**config.mk**
```make
export PLATFORM = sky130hd
export DESIGN_NAME = retstk_irq_ctrl
export DESIGN_NICKNAME = d
export VERILOG_FILES = /design/src/rtl/retstk_pkg.sv /design/src/rtl/retstk_lifo.sv /design/src/rtl/retstk_irq_arb.sv /design/src/rtl/retstk_pc_sel.sv /design/src/rtl/retstk_irq_ctrl.sv
export SDC_FILE = /design/constraint.sdc
export NUM_CORES = 1
export LEC_CHECK = 0
export BUFFER_PORTS_ARGS = -buffer_cell sky130_fd_sc_hd__buf_4
export CAP_MARGIN = 20
export CORE_MARGIN = 3
export CORE_UTILIZATION = 30
export DETAILED_ROUTE_END_ITERATION = 6
export PLACE_DENSITY_LB_ADDON = 0.2
export SYNTH_ARGS = -nofsm -noshare
export SYNTH_HDL_FRONTEND = slang
export SYNTH_SLANG_ARGS = --single-unit
```
**constraint.sdc**
```tcl
create_clock -name clk -period 2.94 [get_ports clk]
set_clock_uncertainty 0.05 [all_clocks]
set_input_delay 0.294 -clock clk [delete_from_list [all_inputs] [get_ports clk]]
set_output_delay 0.294 -clock clk [all_outputs]
set_load 0.03 [all_outputs]
```
**src/rtl/retstk_pkg.sv**
```systemverilog
// Package: shared widths, request encoding and the page-zero target helper.
// Assumes a 15-bit address space with 13-bit pages and 7-bit signed offsets.
package retstk_pkg;
    localparam int ADDR_W = 15;
    localparam int PAGE_W = 13;
    localparam int OFS_W  = 7;
    localparam int VEC_W  = 8;

    typedef enum logic [1:0] {
        OP_NONE = 2'd0,
        OP_CALL = 2'd1,
        OP_RET  = 2'd2,
        OP_RETI = 2'd3
    } stk_op_e;

    // Signed offset from byte 0 of page zero, folded into that page.
    function automatic logic [ADDR_W-1:0] zero_page_target(input logic [VEC_W-1:0] vec);
        return {{(ADDR_W-PAGE_W){1'b0}},
                {(PAGE_W-OFS_W){vec[OFS_W-1]}},
                vec[OFS_W-1:0]};
    endfunction
endpackage

```
**src/rtl/retstk_lifo.sv**
```systemverilog
// Module: return-address LIFO with a wrapping pointer.
// Assumes push and pop never arrive together; overflow overwrites the
// oldest entry and underflow keeps wrapping.
module retstk_lifo #(
    parameter int DEPTH = 8,
    parameter int WIDTH = 15
) (
    input  logic             clk,
    input  logic             rst_n,
    input  logic             push,
    input  logic             pop,
    input  logic [WIDTH-1:0] din,
    output logic [WIDTH-1:0] top
);
    localparam int PTR_W = (DEPTH > 1) ? $clog2(DEPTH) : 1;
    localparam logic [PTR_W-1:0] LAST = PTR_W'(DEPTH - 1);

    logic [PTR_W-1:0] sp;
    logic [PTR_W-1:0] sp_inc;
    logic [PTR_W-1:0] sp_dec;
    logic [WIDTH-1:0] entry [DEPTH];

    // Pointer neighbours with explicit wrap for any depth.
    always_comb begin
        sp_inc = (sp == LAST) ? '0 : sp + 1'b1;
        sp_dec = (sp == '0) ? LAST : sp - 1'b1;
    end

    // Pointer update.
    always_ff @(posedge clk) begin
        if (!rst_n)    sp <= '0;
        else if (push) sp <= sp_inc;
        else if (pop)  sp <= sp_dec;
    end

    // One storage register per entry, written at the pointer on a push.
    for (genvar g = 0; g < DEPTH; g++) begin : g_entry
        always_ff @(posedge clk) begin
            if (!rst_n)                          entry[g] <= '0;
            else if (push && sp == PTR_W'(g))    entry[g] <= din;
        end
    end

    // Most recent entry, the one a pop returns.
    assign top = entry[sp_dec];
endmodule

```
**src/rtl/retstk_irq_arb.sv**
```systemverilog
// Module: interrupt acceptance and the Interrupt Inhibit bit.
// Assumes insn_done marks an instruction boundary and no_cmd means the
// finishing instruction carried no call or return.
module retstk_irq_arb (
    input  logic clk,
    input  logic rst_n,
    input  logic insn_done,
    input  logic no_cmd,
    input  logic irq_req,
    input  logic reti_acc,
    input  logic inh_wr_en,
    input  logic inh_wr_val,
    output logic take,
    output logic inhibit
);
    // An interrupt is accepted only at a free boundary while not inhibited.
    assign take = insn_done & no_cmd & irq_req & ~inhibit;

    // Inhibit update; the later assignment wins: write, then return clear, then interrupt set.
    always_ff @(posedge clk) begin
        if (!rst_n) begin
            inhibit <= 1'b0;
        end else begin
            if (inh_wr_en) inhibit <= inh_wr_val;
            if (reti_acc)  inhibit <= 1'b0;
            if (take)      inhibit <= 1'b1;
        end
    end
endmodule

```
**src/rtl/retstk_pc_sel.sv**
```systemverilog
// Module: registers the next program counter and the push/pop pulses.
// Assumes at most one of op and take is active per cycle.
module retstk_pc_sel
    import retstk_pkg::*;
(
    input  logic              clk,
    input  logic              rst_n,
    input  stk_op_e           op,
    input  logic              take,
    input  logic [ADDR_W-1:0] call_target,
    input  logic [ADDR_W-1:0] stack_top,
    input  logic [VEC_W-1:0]  irq_vec,
    output logic              pc_load,
    output logic [ADDR_W-1:0] pc_next,
    output logic              stk_push,
    output logic              stk_pop
);
    logic [ADDR_W-1:0] target_d;

    // Picks the destination for this boundary.
    always_comb begin
        unique case (op)
            OP_CALL:         target_d = call_target;
            OP_RET, OP_RETI: target_d = stack_top;
            default:         target_d = zero_page_target(irq_vec);
        endcase
    end

    // Registers the outcome of the accepted request.
    always_ff @(posedge clk) begin
        if (!rst_n) begin
            pc_load  <= 1'b0;
            pc_next  <= '0;
            stk_push <= 1'b0;
            stk_pop  <= 1'b0;
        end else begin
            pc_load  <= (op != OP_NONE) | take;
            stk_push <= (op == OP_CALL) | take;
            stk_pop  <= (op == OP_RET) | (op == OP_RETI);
            if ((op != OP_NONE) | take) pc_next <= target_d;
        end
    end
endmodule

```
**src/rtl/retstk_irq_ctrl.sv**
```systemverilog
// Module: top of the return stack with interrupt entry and exit.
// Assumes requests are qualified by insn_done; call beats return beats
// return-from-interrupt.
module retstk_irq_ctrl
    import retstk_pkg::*;
#(
    parameter int STACK_DEPTH = 8
) (
    input  logic              clk,
    input  logic              rst_n,
    input  logic              insn_done,
    input  logic              call_req,
    input  logic [14:0]       call_target,
    input  logic              ret_req,
    input  logic              reti_req,
    input  logic [14:0]       next_pc_in,
    input  logic              irq_req,
    input  logic [7:0]        irq_vec,
    input  logic              inh_wr_en,
    input  logic              inh_wr_val,
    output logic              irq_ack,
    output logic              inhibit,
    output logic              pc_load,
    output logic [14:0]       pc_next,
    output logic              stk_push,
    output logic              stk_pop
);
    stk_op_e           op;
    logic              take;
    logic [ADDR_W-1:0] stack_top;

    // Priority decode of the finishing instruction's request.
    always_comb begin
        if (!insn_done)    op = OP_NONE;
        else if (call_req) op = OP_CALL;
        else if (ret_req)  op = OP_RET;
        else if (reti_req) op = OP_RETI;
        else               op = OP_NONE;
    end

    retstk_irq_arb u_arb (
        .clk        (clk),
        .rst_n      (rst_n),
        .insn_done  (insn_done),
        .no_cmd     (op == OP_NONE),
        .irq_req    (irq_req),
        .reti_acc   (op == OP_RETI),
        .inh_wr_en  (inh_wr_en),
        .inh_wr_val (inh_wr_val),
        .take       (take),
        .inhibit    (inhibit)
    );

    retstk_lifo #(.DEPTH(STACK_DEPTH), .WIDTH(ADDR_W)) u_lifo (
        .clk   (clk),
        .rst_n (rst_n),
        .push  ((op == OP_CALL) | take),
        .pop   ((op == OP_RET) | (op == OP_RETI)),
        .din   (next_pc_in),
        .top   (stack_top)
    );

    retstk_pc_sel u_sel (
        .clk         (clk),
        .rst_n       (rst_n),
        .op          (op),
        .take        (take),
        .call_target (call_target),
        .stack_top   (stack_top),
        .irq_vec     (irq_vec),
        .pc_load     (pc_load),
        .pc_next     (pc_next),
        .stk_push    (stk_push),
        .stk_pop     (stk_pop)
    );

    assign irq_ack = take;
endmodule

```
### Word-level counts from Yosys, hierarchy flattened

Memory sizes are Yosys's and may differ from the RTL's.
Cells that the tools add are included.

| operators by class | value |
|---|---|
| equal/unequal tests | 10 |
| add/sub/neg operators | 2 |
| mux-type cells | 45 |
| reductions and logical operators | 14 |
| bitwise gates (word level) | 15 |

Operators with widths:

| kind | count |
|---|---|
| 2-to-1 mux 15 bit | 8 |
| case mux 15 bit (2 select lines) | 1 |
| 2-to-1 mux 1 bit | 28 |
| == test 3 bit, second input constant | 4 |
| 2-to-1 mux 3 bit | 4 |
| OR 1 bit | 11 |
| logical AND 1 bit | 8 |
| 2-to-1 mux 2 bit | 4 |
| == test 3 x 2 -> 1 bit, second input constant | 2 |
| == test 2 bit, second input constant | 2 |
| nonzero test 2 bit | 2 |
| adder 3 x 1 -> 3 bit, second input constant | 1 |
| AND 1 bit | 3 |
| == test 3 x 1 -> 1 bit, second input constant | 1 |
| zero test 3 bit | 1 |
| nonzero test 3 bit | 1 |
| subtractor 3 x 1 -> 3 bit, second input constant | 1 |
| == test 2 x 1 -> 1 bit, second input constant | 1 |
| zero test 2 bit | 1 |
| OR reduction 2 bit | 1 |
| NOT 1 bit | 1 |

| word-level totals | value |
|---|---|
| word-level logic and storage cells | 93 |
| memories | 1 |
| memory bits (writable) | 120 |
| output and inout bits | 20 |
| flip-flop bits (word level) | 22 |

Memories:

| memory | depth | width | read ports | clocked after Yosys merged registers in | wr ports | RTL line | text |
|---|---|---|---|---|---|---|---|
| u_lifo.entry | 8 | 15 | 1 | 0 | 8 | retstk_lifo.sv:21 | `logic [WIDTH-1:0] entry [DEPTH];` |

### Logic depth before layout (Yosys ltp)

| logic depth | value |
|---|---|
| word-level depth | 14 |
| mapped depth | 9 |

### Modules after synthesis

From an unflattened synthesis, not the netlist that was laid out.

| second synthesis, totals | value |
|---|---|
| cell total of the unflattened synthesis | 668 |
| area total of the unflattened synthesis | 7500.9 um^2 |

By module, submodules not included:

| module | seq. area each (um^2) | cells each | instances | area each (um^2) |
|---|---|---|---|---|
| retstk_lifo | 3663.5 | 542 | 1 | 6476.2 |
| retstk_pc_sel | 360.3 | 114 | 1 | 907.1 |
| retstk_irq_arb | 20.0 | 5 | 1 | 61.3 |
| retstk_irq_ctrl | 0.0 | 7 | 1 | 56.3 |

### Least setup slack after synthesis

No wires, ideal clock.

| timing path | value |
|---|---|
| kind | register to register |
| from | reg u_arb.inhibit |
| to | mem u_lifo.entry[4][0], enable pin |
| cell stages (with the launch flop) | 5 |
| required time | 2.482 ns |
| slack | 0.308 ns |
| setup time | 0.408 ns |
| data arrival time | 2.174 ns |
| path through | dfxtp_1 nor4b_2 o21a_2 nand2_1 o21ai_0 |

RTL lines:

| item | RTL line | text |
|---|---|---|
| start: declaration | retstk_irq_arb.sv:14 | `output logic inhibit` |
| start signal: assignment | retstk_irq_arb.sv:24 | `if (inh_wr_en) inhibit <= inh_wr_val;` |
| end: declaration | retstk_lifo.sv:21 |  |

### Worst setup path after layout

| timing path | value |
|---|---|
| from | reg u_lifo.sp[1] |
| to | reg u_sel.pc_next[6] |

| on the way | value |
|---|---|
| cells in the longest elaborated chain, start to end | 4 |
| elaborated cells on any way between the ends | 5 |
| classes of those cells | add/sub: 1; mux: 2; reduce/logical: 1; memory: 1 |

RTL lines:

| item | RTL line | text |
|---|---|---|
| start: declaration | retstk_lifo.sv:18 | `logic [PTR_W-1:0] sp;` |
| start signal: assignment | retstk_lifo.sv:32 | `else if (push) sp <= sp_inc;` |
| start signal: assignment | retstk_lifo.sv:33 | `else if (pop) sp <= sp_dec;` |
| subtractor 3 x 1 -> 3 bit / zero test 3 bit (equally long branches) | retstk_lifo.sv:26 | `sp_dec = (sp == '0) ? LAST : sp - 1'b1;` |
| 2-to-1 mux 3 bit * | retstk_lifo.sv:26 |  |
| memory (8 x 15 bit) * | - |  |
| case mux 15 bit (2 select lines) * | retstk_pc_sel.sv:22 | `unique case (op)` |
| end signal: assignment | retstk_pc_sel.sv:40 | `if ((op != OP_NONE) \| take) pc_next <= target_d;` |
| end: declaration | retstk_pc_sel.sv:14 | `output logic [ADDR_W-1:0] pc_next,` |

Mark *: on every way between the ends. The rest lies on a longest branch, timed or not.
A chain may end at the register's enable or synchronous reset.

==> run metrics <==
GR Overflow Total=0; worst vdd ir=371 uV; utilization after layout=a little under two fifths; unrepaired setup endpoints after global routing=false; Placed Area=between 7000 and 8000 um2; DRC viols=0; area delta synth->final=21.6%; final setup TNS=0 ns; H-tree depth=4; Synth async-reset ratio=0%; Crit. End Element=flop; Clock Tree Root=clkbuf_16; #FFs+latches synth=142; relative slew slack=between 40% and 50%; min-delay worst type=input port to flop; final setup fails=0; number of antenna violations at the first check in global routing=0; maximum clock frequency=~0.42 GHz; crit share post-route=between 80 and 90%; FILL cells=around 2000; Post-synth top cells=edfxtp_1, and2_1, and3_1; DR vias/cell=5.01; most frequent cell after synthesis=edfxtp_1; Die ar.=roughly 24000 um2; vias in the first global route=4339; Final WS setup=0.542 ns; clock sink count=approximately 140; # rows=53; largest net degree at the start of global routing=between 40 and 50; global placer's final weighted congestion=0.830; Vias=4156; worst-path maximum fanout=31; top-area cell type share of the netlist area=between 50% and 60%; I/O pins=67; Place WS=~0.52 ns; sequential element share of the synthesized area=roughly three fifths; min Tclk post-route=~2.4 ns; syn_area_per_cell=14.2 um2; leakage power=about 3.2 nW; dominant cell type by area after synthesis=edfxtp_1; antenna diode count=0; Post-synth EDFFs=120; Worst Path Required=between 3 and 4 ns; cell count after synthesis=466; CP arrival=between 2 and 3 ns; Synth Flop Type=edfxtp_1; synth warn=0; Worst-path clk slew=approximately 0.060 ns; hold buffer count at CTS=0; critical path class=flop to flop; CTS max path bufs=2; pin slew with the least headroom to its limit=~0.79 ns; Worst-Skew Late Latency=between 0.4 and 0.5 ns; share of layout cells above drive strength 1=between 20% and 30%; TritonCTS clock tree=done; area of the core=21400 um2; Final HPWL DP=10300 um; top post-synthesis cells by area=edfxtp_1, and2_1, mux4_2; die width=154 um; WL/cell=about 20 um; DR iter-0 viols=243; Slew Viols, Final=0; global-route wire length before repair=26200 um; syn_nets=520; Yosys cell types=43; CTS buffer count=17; Worst Setup Start Kind=flop; Fin. Hold Viols=0; Die H=154 um; Initial Util=a little under a third; cell area after synthesis=between 6000 and 7000 um2; Post-CTS Setup Bufs=0; status=finished, final reports clean; worst hold slack=~0.098 ns; IO Port Bufs=65; max-cap viol count=0; Final Net Count=595; 1st-pass router iterations=4; Routed WL=around 17000 um; post-route cell area=between 8000 and 9000 um2; Routed Antenna Nets=0; Tot GR Track Use=between 10 and 15%; PD cells=around 660 nW/um2; post_cts resized=0
[final timing paths]
path | cells after the start | slack, ns | endpoint | start
max | 6 | 0.54 | u_sel.pc_next[6] | u_lifo.sp[1]
max reg2reg | 6 | 0.54 | u_sel.pc_next[6] | u_lifo.sp[1]
min | 3 | 0.1 | u_sel.pc_next[12] | call_target[12]
min reg2reg | 2 | 0.47 | u_lifo.sp[1] | u_lifo.sp[1]
[registers in the layout, summed over array words and instances (netlist names)]
signal and flops:
u_arb.inhibit 1, u_sel.stk_push 1, u_lifo.entry 120, u_lifo.sp 3
u_sel.stk_pop 1, u_sel.pc_next 15, u_sel.pc_load 1
[metrics by stage]
step	total power, mW	instances
after floorplan	2.81	466
after global placement	3.07	797
after detailed placement	3.08	797
after CTS	5.32	829
after global routing	5.48	829
final	5.29	829
[cells by family (layout without fill, tap and decap cells)]
kind of cell    after synthesis  count (layout)  synth area share [%]
flops                       142             142                  61.1
fa+ha+maj                     7               7                  1.32
buf+inv                      35             123                  3.12
compound gates               78              78                  7.51
simple gates                170             170                  16.1
xor+xnor                      1               1                 0.132
mux                          33              33                  10.7
[cell usage in the layout (no fill, tap or decap), types with 4 or more instances in the layout]
cell	instances
nand2_1	23
o21ai_0	17
inv_1	7
a21oi_1	11
edfxtp_1	120
a22oi_1	14
and3_1	45
mux4_2	21
clkbuf_16	17
mux2i_1	4
a221oi_1	4
and2_1	79
buf_4	82
mux4_1	7
dfxtp_1	22
ha_1	6
clkinvlp_4	6
nor2b_1	5
a31oi_1	10
bufinv_16	4
o21ai_1	8
nor2_1	4
[where the power goes]
| part | switching (mW) | total, mW | internal, mW |
|---|---|---|---|
| sequential | 0.0359 | 2.32 | 2.29 |
| combinational | 0.403 | 0.701 | 0.298 |
| clock | 0.842 | 2.26 | 1.42 |
[metal layers]
metal | vias up | wire [um] | global-route usage, % | part of all wire (%)
met5 | - | 0 | 0 | 0
met4 | 0 | 299 | 5.09 | 1.8
met3 | 21 | 855 | 3.05 | 5.0
met2 | 116 | 7920 | 23.2 | 47
met1 | 2093 | 7910 | 19.9 | 47
li1 | 1926 | - | - | -
[critical path: stages, from the launching register on]
cell and delay [ns]:
dfxtp_1 0.39, inv_1 0.10, ha_2 0.35, buf_12 0.26
mux4_1 0.60, a22oi_1 0.36, a31oi_1 0.14
[area by class of cell]
class / count / area [um2] / area share (%)
Sequential cell: 142 / 4040 / 50.3
Multi-Input combinational cell: 289 / 2370 / 29.4
Timing Repair Buffer: 83 / 636 / 7.90
Clock buffer: 18 / 429 / 5.34
Tap cell: 275 / 344 / 4.28
Clock inverter: 14 / 193 / 2.40
Inverter: 8 / 30.0 / 0.373
Power figures use the tool's default switching activity.
